`config.mk`:
```
export PLATFORM = sky130hd
export DESIGN_NAME = twb_acquire
export DESIGN_NICKNAME = d
export VERILOG_FILES = /design/src/rtl/twb_acq_pkg.sv /design/src/rtl/twb_line_sync.sv /design/src/rtl/twb_bus_watch.sv /design/src/rtl/twb_dtimer.sv /design/src/rtl/twb_acquire.sv
export SDC_FILE = /design/constraint.sdc
export NUM_CORES = 1
export LEC_CHECK = 0
export CAP_MARGIN = 20
export CORE_MARGIN = 2
export CORE_UTILIZATION = 50
export CTS_BUF_LIST = sky130_fd_sc_hd__clkbuf_4 sky130_fd_sc_hd__clkbuf_8
export CTS_CLUSTER_DIAMETER = 120
export DETAILED_ROUTE_END_ITERATION = 7
export DONT_BUFFER_PORTS = 1
export PLACE_DENSITY_LB_ADDON = 0.1
export RECOVER_POWER = 100
export SLEW_MARGIN = 10
export SYNTH_ARGS = -nofsm -noshare
export SYNTH_HDL_FRONTEND = slang
export SYNTH_SLANG_ARGS = --single-unit
```
`constraint.sdc`:
```
create_clock -name clk -period 10.2 [get_ports clk]
set_clock_uncertainty 0.1 [all_clocks]
set_input_delay 1.53 -clock clk [delete_from_list [all_inputs] [get_ports clk]]
set_output_delay 1.53 -clock clk [all_outputs]
set_load 0.02 [all_outputs]
```
`src/rtl/twb_acq_pkg.sv`:
```
package twb_acq_pkg;

    typedef enum logic [3:0] {
        S_IDLE,
        S_QUAL,
        S_HOLD,
        S_RCV_LO,
        S_RCV_HI,
        S_GEN_START,
        S_GEN_STOP,
        S_GRANT,
        S_FAIL
    } acq_state_e;

endpackage

```
`src/rtl/twb_line_sync.sv`:
```
// Multi-stage synchronizer for the bus lines; resets to the idle (high) level.
module twb_line_sync #(
    parameter int LINES  = 2,
    parameter int STAGES = 2
) (
    input  logic             clk,
    input  logic             rst_n,
    input  logic [LINES-1:0] d_i,
    output logic [LINES-1:0] q_o
);

    generate
        for (genvar g = 0; g < LINES; g++) begin : g_line
            logic [STAGES-1:0] pipe;

            always_ff @(posedge clk or negedge rst_n) begin
                if (!rst_n) begin
                    pipe <= '1;
                end else begin
                    pipe <= {pipe[STAGES-2:0], d_i[g]};
                end
            end

            assign q_o[g] = pipe[STAGES-1];
        end
    endgenerate

endmodule

```
`src/rtl/twb_bus_watch.sv`:
```
// Activity detector: clock-line edges and START / STOP conditions.
module twb_bus_watch (
    input  logic clk,
    input  logic rst_n,
    input  logic scl_s,
    input  logic sda_s,
    output logic scl_edge_o,
    output logic start_o,
    output logic stop_o
);

    logic scl_q;
    logic sda_q;

    always_ff @(posedge clk or negedge rst_n) begin
        if (!rst_n) begin
            scl_q <= 1'b1;
            sda_q <= 1'b1;
        end else begin
            scl_q <= scl_s;
            sda_q <= sda_s;
        end
    end

    assign scl_edge_o = scl_s ^ scl_q;
    assign start_o    = scl_s & scl_q & sda_q & ~sda_s;
    assign stop_o     = scl_s & scl_q & ~sda_q & sda_s;

endmodule

```
`src/rtl/twb_dtimer.sv`:
```
// Reloadable down-counter: a load of N makes done_o rise N cycles later.
module twb_dtimer #(
    parameter int W = 8
) (
    input  logic         clk,
    input  logic         rst_n,
    input  logic         load_i,
    input  logic [W-1:0] load_val_i,
    output logic         done_o
);

    logic [W-1:0] cnt;

    always_ff @(posedge clk or negedge rst_n) begin
        if (!rst_n) begin
            cnt <= '0;
        end else if (load_i) begin
            cnt <= load_val_i - W'(1);
        end else if (cnt != '0) begin
            cnt <= cnt - W'(1);
        end
    end

    assign done_o = (cnt == '0);

endmodule

```
`src/rtl/twb_acquire.sv`:
```
module twb_acquire
    import twb_acq_pkg::*;
#(
    parameter int QUAL_CYC     = 3_300_000,
    parameter int PULSE_LO_CYC = 500,
    parameter int PULSE_HI_CYC = 500,
    parameter int MAX_PULSES   = 10,
    parameter int SYNC_STAGES  = 2
) (
    input  logic clk,
    input  logic rst_n,
    input  logic req_i,
    input  logic scl_i,
    input  logic sda_i,
    output logic scl_oe_o,
    output logic sda_oe_o,
    output logic grant_o,
    output logic recov_fail_o
);

    localparam int PULSE_MAX = (PULSE_LO_CYC > PULSE_HI_CYC) ? PULSE_LO_CYC : PULSE_HI_CYC;
    localparam int LONGEST   = (QUAL_CYC > PULSE_MAX) ? QUAL_CYC : PULSE_MAX;
    localparam int TW        = $clog2(LONGEST + 1);
    localparam int PW        = $clog2(MAX_PULSES + 1);

    localparam logic [TW-1:0] QUAL_LV = TW'(QUAL_CYC);
    localparam logic [TW-1:0] PLO_LV  = TW'(PULSE_LO_CYC);
    localparam logic [TW-1:0] PHI_LV  = TW'(PULSE_HI_CYC);
    localparam logic [PW-1:0] LAST_PC = PW'(MAX_PULSES - 1);
    localparam logic [PW-1:0] MAX_PC  = PW'(MAX_PULSES);

    // ---------------------------------------------------------------
    // Line synchronization and activity detection
    // ---------------------------------------------------------------
    logic [1:0] line_raw;
    logic [1:0] line_s;
    logic       scl_s;
    logic       sda_s;

    assign line_raw = {sda_i, scl_i};

    twb_line_sync #(
        .LINES  (2),
        .STAGES (SYNC_STAGES)
    ) u_sync (
        .clk   (clk),
        .rst_n (rst_n),
        .d_i   (line_raw),
        .q_o   (line_s)
    );

    assign scl_s = line_s[0];
    assign sda_s = line_s[1];

    logic scl_edge;
    logic start_det;
    logic stop_det;
    logic bus_evt;

    twb_bus_watch u_watch (
        .clk        (clk),
        .rst_n      (rst_n),
        .scl_s      (scl_s),
        .sda_s      (sda_s),
        .scl_edge_o (scl_edge),
        .start_o    (start_det),
        .stop_o     (stop_det)
    );

    assign bus_evt = scl_edge | start_det | stop_det;

    // ---------------------------------------------------------------
    // Shared interval timer
    // ---------------------------------------------------------------
    logic          tmr_load;
    logic [TW-1:0] tmr_val;
    logic          tmr_done;

    twb_dtimer #(
        .W (TW)
    ) u_timer (
        .clk        (clk),
        .rst_n      (rst_n),
        .load_i     (tmr_load),
        .load_val_i (tmr_val),
        .done_o     (tmr_done)
    );

    // ---------------------------------------------------------------
    // State machine
    // ---------------------------------------------------------------
    acq_state_e    st;
    acq_state_e    nxt;
    logic [PW-1:0] pcnt;
    logic          pc_clr;
    logic          pc_inc;

    always_ff @(posedge clk or negedge rst_n) begin
        if (!rst_n) begin
            st   <= S_IDLE;
            pcnt <= '0;
        end else begin
            st <= nxt;
            if (pc_clr) begin
                pcnt <= '0;
            end else if (pc_inc) begin
                pcnt <= pcnt + PW'(1);
            end
        end
    end

    always_comb begin
        nxt      = st;
        tmr_load = 1'b0;
        tmr_val  = QUAL_LV;
        pc_clr   = 1'b0;
        pc_inc   = 1'b0;
        if (!req_i && (st != S_IDLE)) begin
            nxt = S_IDLE;
        end else begin
            unique case (st)
                S_IDLE: begin
                    if (req_i) begin
                        nxt      = S_QUAL;
                        tmr_load = 1'b1;
                    end
                end
                S_QUAL: begin
                    if (bus_evt) begin
                        tmr_load = 1'b1;
                    end else if (tmr_done) begin
                        if (!scl_s) begin
                            nxt      = S_HOLD;
                            tmr_load = 1'b1;
                        end else if (!sda_s) begin
                            nxt      = S_RCV_LO;
                            tmr_load = 1'b1;
                            tmr_val  = PLO_LV;
                            pc_clr   = 1'b1;
                        end else begin
                            nxt = S_GRANT;
                        end
                    end
                end
                S_HOLD, S_FAIL: begin
                    if (tmr_done) begin
                        nxt      = S_QUAL;
                        tmr_load = 1'b1;
                    end
                end
                S_RCV_LO: begin
                    if (tmr_done) begin
                        nxt      = S_RCV_HI;
                        tmr_load = 1'b1;
                        tmr_val  = PHI_LV;
                    end
                end
                S_RCV_HI: begin
                    if (tmr_done) begin
                        tmr_load = 1'b1;
                        if (sda_s) begin
                            nxt     = S_GEN_START;
                            tmr_val = PLO_LV;
                        end else begin
                            pc_inc = 1'b1;
                            if (pcnt == LAST_PC) begin
                                nxt = S_FAIL;
                            end else begin
                                nxt     = S_RCV_LO;
                                tmr_val = PLO_LV;
                            end
                        end
                    end
                end
                S_GEN_START: begin
                    if (tmr_done) begin
                        nxt      = S_GEN_STOP;
                        tmr_load = 1'b1;
                        tmr_val  = PHI_LV;
                    end
                end
                S_GEN_STOP: begin
                    if (tmr_done) begin
                        nxt = S_GRANT;
                    end
                end
                S_GRANT: begin
                    nxt = S_GRANT;
                end
                default: begin
                    nxt = S_IDLE;
                end
            endcase
        end
    end

    // Moore outputs
    always_comb begin
        scl_oe_o     = 1'b0;
        sda_oe_o     = 1'b0;
        grant_o      = 1'b0;
        recov_fail_o = 1'b0;
        unique case (st)
            S_RCV_LO:    scl_oe_o     = 1'b1;
            S_GEN_START: sda_oe_o     = 1'b1;
            S_GRANT:     grant_o      = 1'b1;
            S_FAIL:      recov_fail_o = 1'b1;
            default:     ;
        endcase
    end

    // ---------------------------------------------------------------
    // Assertions
    // ---------------------------------------------------------------
    AST_GRANT_SOURCE: assert property (@(posedge clk) disable iff (!rst_n)
        $rose(grant_o) |-> ($past(st) == S_QUAL || $past(st) == S_GEN_STOP));

    AST_PULSE_BOUND: assert property (@(posedge clk) disable iff (!rst_n)
        pcnt <= MAX_PC);

    AST_FAIL_AT_LIMIT: assert property (@(posedge clk) disable iff (!rst_n)
        $rose(recov_fail_o) |-> (pcnt == MAX_PC));

    AST_GRANT_DROP: assert property (@(posedge clk) disable iff (!rst_n)
        (grant_o && !req_i) |=> !grant_o);

    AST_OE_EXCLUSIVE: assert property (@(posedge clk) disable iff (!rst_n)
        !(scl_oe_o && sda_oe_o));

    AST_QUAL_QUIET: assert property (@(posedge clk) disable iff (!rst_n)
        (st == S_QUAL && $past(st) == S_QUAL) |-> (!scl_oe_o && !sda_oe_o));

endmodule

```
==> results.py <==
metrics = {
    "outcome": {
        "outcome": "finished, violations left",
        "failed_checks": "max-capacitance violations, max-slew violations",
    },
    "timing": {
        "rsz0062_at_grt": "no",
        "finalSetupTns_ns": 0,
        "setup_viol": 0,
        "fin_crit_ns": 6.08,
        "finalHoldViolations": 0,
        "post-route-period-util": 0.596,
        "maxSlewViolCount": 12,
        "worst_slew_pin_slew_ns": 2.37,
        "max_freq_ghz": 0.165,
        "max_slew_margin": -0.619,
    },
    "clocking": {
        "clockRootBuffer": "clkbuf_8",
        "cts-resized-gates": 0,
        "post-cts-setup-buffer-count": 0,
        "numCtsBuffers": 5,
        "cts_sinks": 36,
        "ctsHtreeMaxLevel": 2,
        "cts_tree": "built",
        "clk_pin_slew_ns": 0.07,
        "cts_buffer_depth": 2,
        "clkLatencyLatePin_ns": 0.29,
        "ctsHoldBuffers": 0,
    },
    "layout": {
        "fin_nets": 240,
        "drive_above_1_share": 0.108,
        "area_growth_syn_to_layout_pct": 2.71,
        "num_antenna_cells": 0,
        "final_common_cell": "dfrtp_1",
        "layout_common_cells": "dfrtp_1, nor2_1, nand2_1, a21oi_1, nor3_1",
    },
    "power": {
        "power.total_mw": 0.471,
        "swShare": 0.374,
        "p_switching_mw": 0.176,
        "ir_drop_uv": 89.3,
        "p_leak_nw": 0.896,
        "power.share.clock": 0.269,
        "cellPowerDensity_nw_per_um2": 199,
        "p_int_mw": 0.295,
        "comb_power_share": 0.286,
        "p_seq_frac": 0.446,
    },
    "detailed_routing": {
        "ant_nets": 0,
        "wl_per_cell_um": 17.9,
        "vias_per_cell": 6.31,
        "num_vias": 1793,
        "firstDrtPassIters": 5,
        "drt_iter0_drc": 171,
        "finalWirelength_um": 5090,
        "drcViolationCount": 0,
    },
    "critical_path": {
        "cp_slowest_cell": "a2111oi_0",
        "r2r_cells": 11,
        "crit_chain": "nand2b_1, a2111oi_0, nor2_1, nand2_1, ha_1, nor3b_1, nand3_1, or3_1, or4b_4, a21oi_1",
        "path_class": "in -> reg",
        "path_buf_inv": 0,
        "cpPeakStageDelay_ns": 1.81,
        "arrival_ns": 6.19,
        "critPathCaptureType": "register",
        "worstPathMaxFanout": 13,
        "required_ns": 10.31,
        "reg2reg_slack_ns": 4.26,
        "r2r-end": "u_timer.cnt[18]",
        "crit_path_start_kind": "input pin",
        "cp_top_family": "simple AND/OR/NAND/NOR gates",
        "r2r-start": "u_sync.g_line[1].pipe[1]",
    },
    "job": {
        "max-cap-violations": 1,
    },
    "global_route": {
        "grt_pass1_vias": 1832,
        "antenna_found_initial": 0,
        "grt.overflow.total": 0,
        "grt_pass1_wl_um": 9000,
        "grt_start_max_net_pins": 37,
        "track_usage": 0.224,
    },
    "synth": {
        "ys.warnings.count": 0,
        "ys_types": 64,
        "ys_ff_latch": 36,
        "async_reset_ff_frac": 1.00,
        "synth_flop_cell": "dfrtp_1",
        "synth-edff-count": 0,
        "avgSynthCellArea_um2": 9.67,
        "syn_inst": 239,
        "ys_seq_area_frac": 0.393,
        "synthesis.nets": 248,
        "syn_area_um2": 2310,
    },
    "floorplan": {
        "start_util": 0.524,
        "die_h_um": 72.0,
        "fp-row-count": 24,
        "core-area_um2": 4410,
        "io_pins": 9,
        "die_w_um": 72.0,
        "dieArea_um2": 5180,
    },
    "worst_hold_path": {
        "hold-path-endpoint": "u_sync.g_line[1].pipe[1]",
        "whs_path_depth": 0,
        "min_from": "u_sync.g_line[1].pipe[0]",
        "hold_path.class": "reg -> reg",
    },
    "placed_design": {
        "gp_congestion": 0.858,
        "dpl.hpwl_um": 3530,
        "port_buffers": 0,
    },
}
-- routing by layer --
metal / share of wire / routed length, um / global-route usage / vias to the layer above
met5: 0 / 0 / 0 / -
met1: 0.49 / 2480 / 0.315 / 887
li1: - / - / - / 858
met2: 0.45 / 2280 / 0.335 / 35
met4: 0.023 / 116 / 0.101 / 0
met3: 0.042 / 215 / 0.0458 / 13
-- Yosys cell counts, drive strengths merged, types with 2 or more instances --
cell / instances / area share
xnor2: 9 / 0.034
nor2: 22 / 0.036
a21o: 5 / 0.016
or4: 4 / 0.013
o21bai: 2 / 0.0065
o41ai: 3 / 0.011
nand2: 19 / 0.031
o32ai: 2 / 0.0076
or3: 2 / 0.0076
dfrtp: 30 / 0.32
nand4: 4 / 0.014
a211oi: 2 / 0.0065
o31ai: 2 / 0.0065
o22ai: 2 / 0.0054
buf: 9 / 0.026
nand2b: 7 / 0.019
o21ai: 7 / 0.015
nor3: 12 / 0.031
xor2: 6 / 0.023
and3: 2 / 0.0054
nor4: 8 / 0.040
a2111oi: 3 / 0.028
nand4b: 2 / 0.0076
inv: 8 / 0.013
ha: 4 / 0.022
nor2b: 3 / 0.0081
nand3: 3 / 0.012
nor3b: 4 / 0.013
clkbuf: 6 / 0.014
mux2i: 5 / 0.022
nand3b: 2 / 0.0065
o21a: 2 / 0.0065
dfstp: 6 / 0.068
a21oi: 14 / 0.032
-- kinds of logic (layout without fill, tap and decap cells) --
kind of cell	after synthesis	in the layout	share of synthesized area
fa+ha+maj	4	4	0.0217
xor+xnor	15	15	0.0569
flops	36	36	0.393
simple gates	101	101	0.271
buf+inv	23	16	0.0531
compound gates	55	55	0.182
mux	5	5	0.0217
-- metrics by stage --
step / setup WS (ns) / instances / hold WS [ns] / area [um^2] / utilization
5_1_grt: 3.63 / 284 / 0.271 / 2370 / 0.538
3_3_place_gp: 5.47 / 276 / 0.246 / 2290 / 0.519
4_1_cts: 5.55 / 284 / 0.258 / 2400 / 0.544
3_5_place_dp: 5.27 / 276 / 0.247 / 2290 / 0.519
6_report: 4.12 / 284 / 0.263 / 2370 / 0.538
2_1_floorplan: 5.65 / 239 / 0.245 / 2310 / -
-- flip-flops by register name, indices dropped and copies added (netlist names) --
| name | flops |
|---|---|
| u_watch.sda_q | 1 |
| st | 4 |
| u_timer.cnt | 22 |
| u_watch.scl_q | 1 |
| u_sync.g_line.pipe | 4 |
| pcnt | 4 |
-- cell type report --
class | count | area (um^2)
Fill cell | 420 | 2040
Clock inverter | 3 | 42.5
Tap cell | 52 | 65.1
Inverter | 8 | 30.0
Sequential cell | 36 | 908
Multi-Input combinational cell | 180 | 1260
Clock buffer | 5 | 68.8
-- how the worst max path moves through the flow --
stage	start	end	slack, ns	depth (start not counted)
finish	req_i	u_timer.cnt[18]	4.12	10
global route	req_i	u_timer.cnt[18]	3.63	10
CTS	req_i	u_timer.cnt[18]	5.55	10
detailed placement	req_i	u_timer.cnt[18]	5.27	10
global placement	req_i	u_timer.cnt[18]	5.47	10
floorplan	req_i	u_timer.cnt[18]	5.65	13
-- power groups by stage --
stage	combinational, mW	sequential [mW]	clock [mW]
finish	0.135	0.210	0.127
global route	0.153	0.215	0.134
CTS	0.136	0.211	0.130
detailed placement	0.135	0.213	0
global placement	0.131	0.212	0
floorplan	0.134	0.188	0
Power figures use the tool's default switching activity.
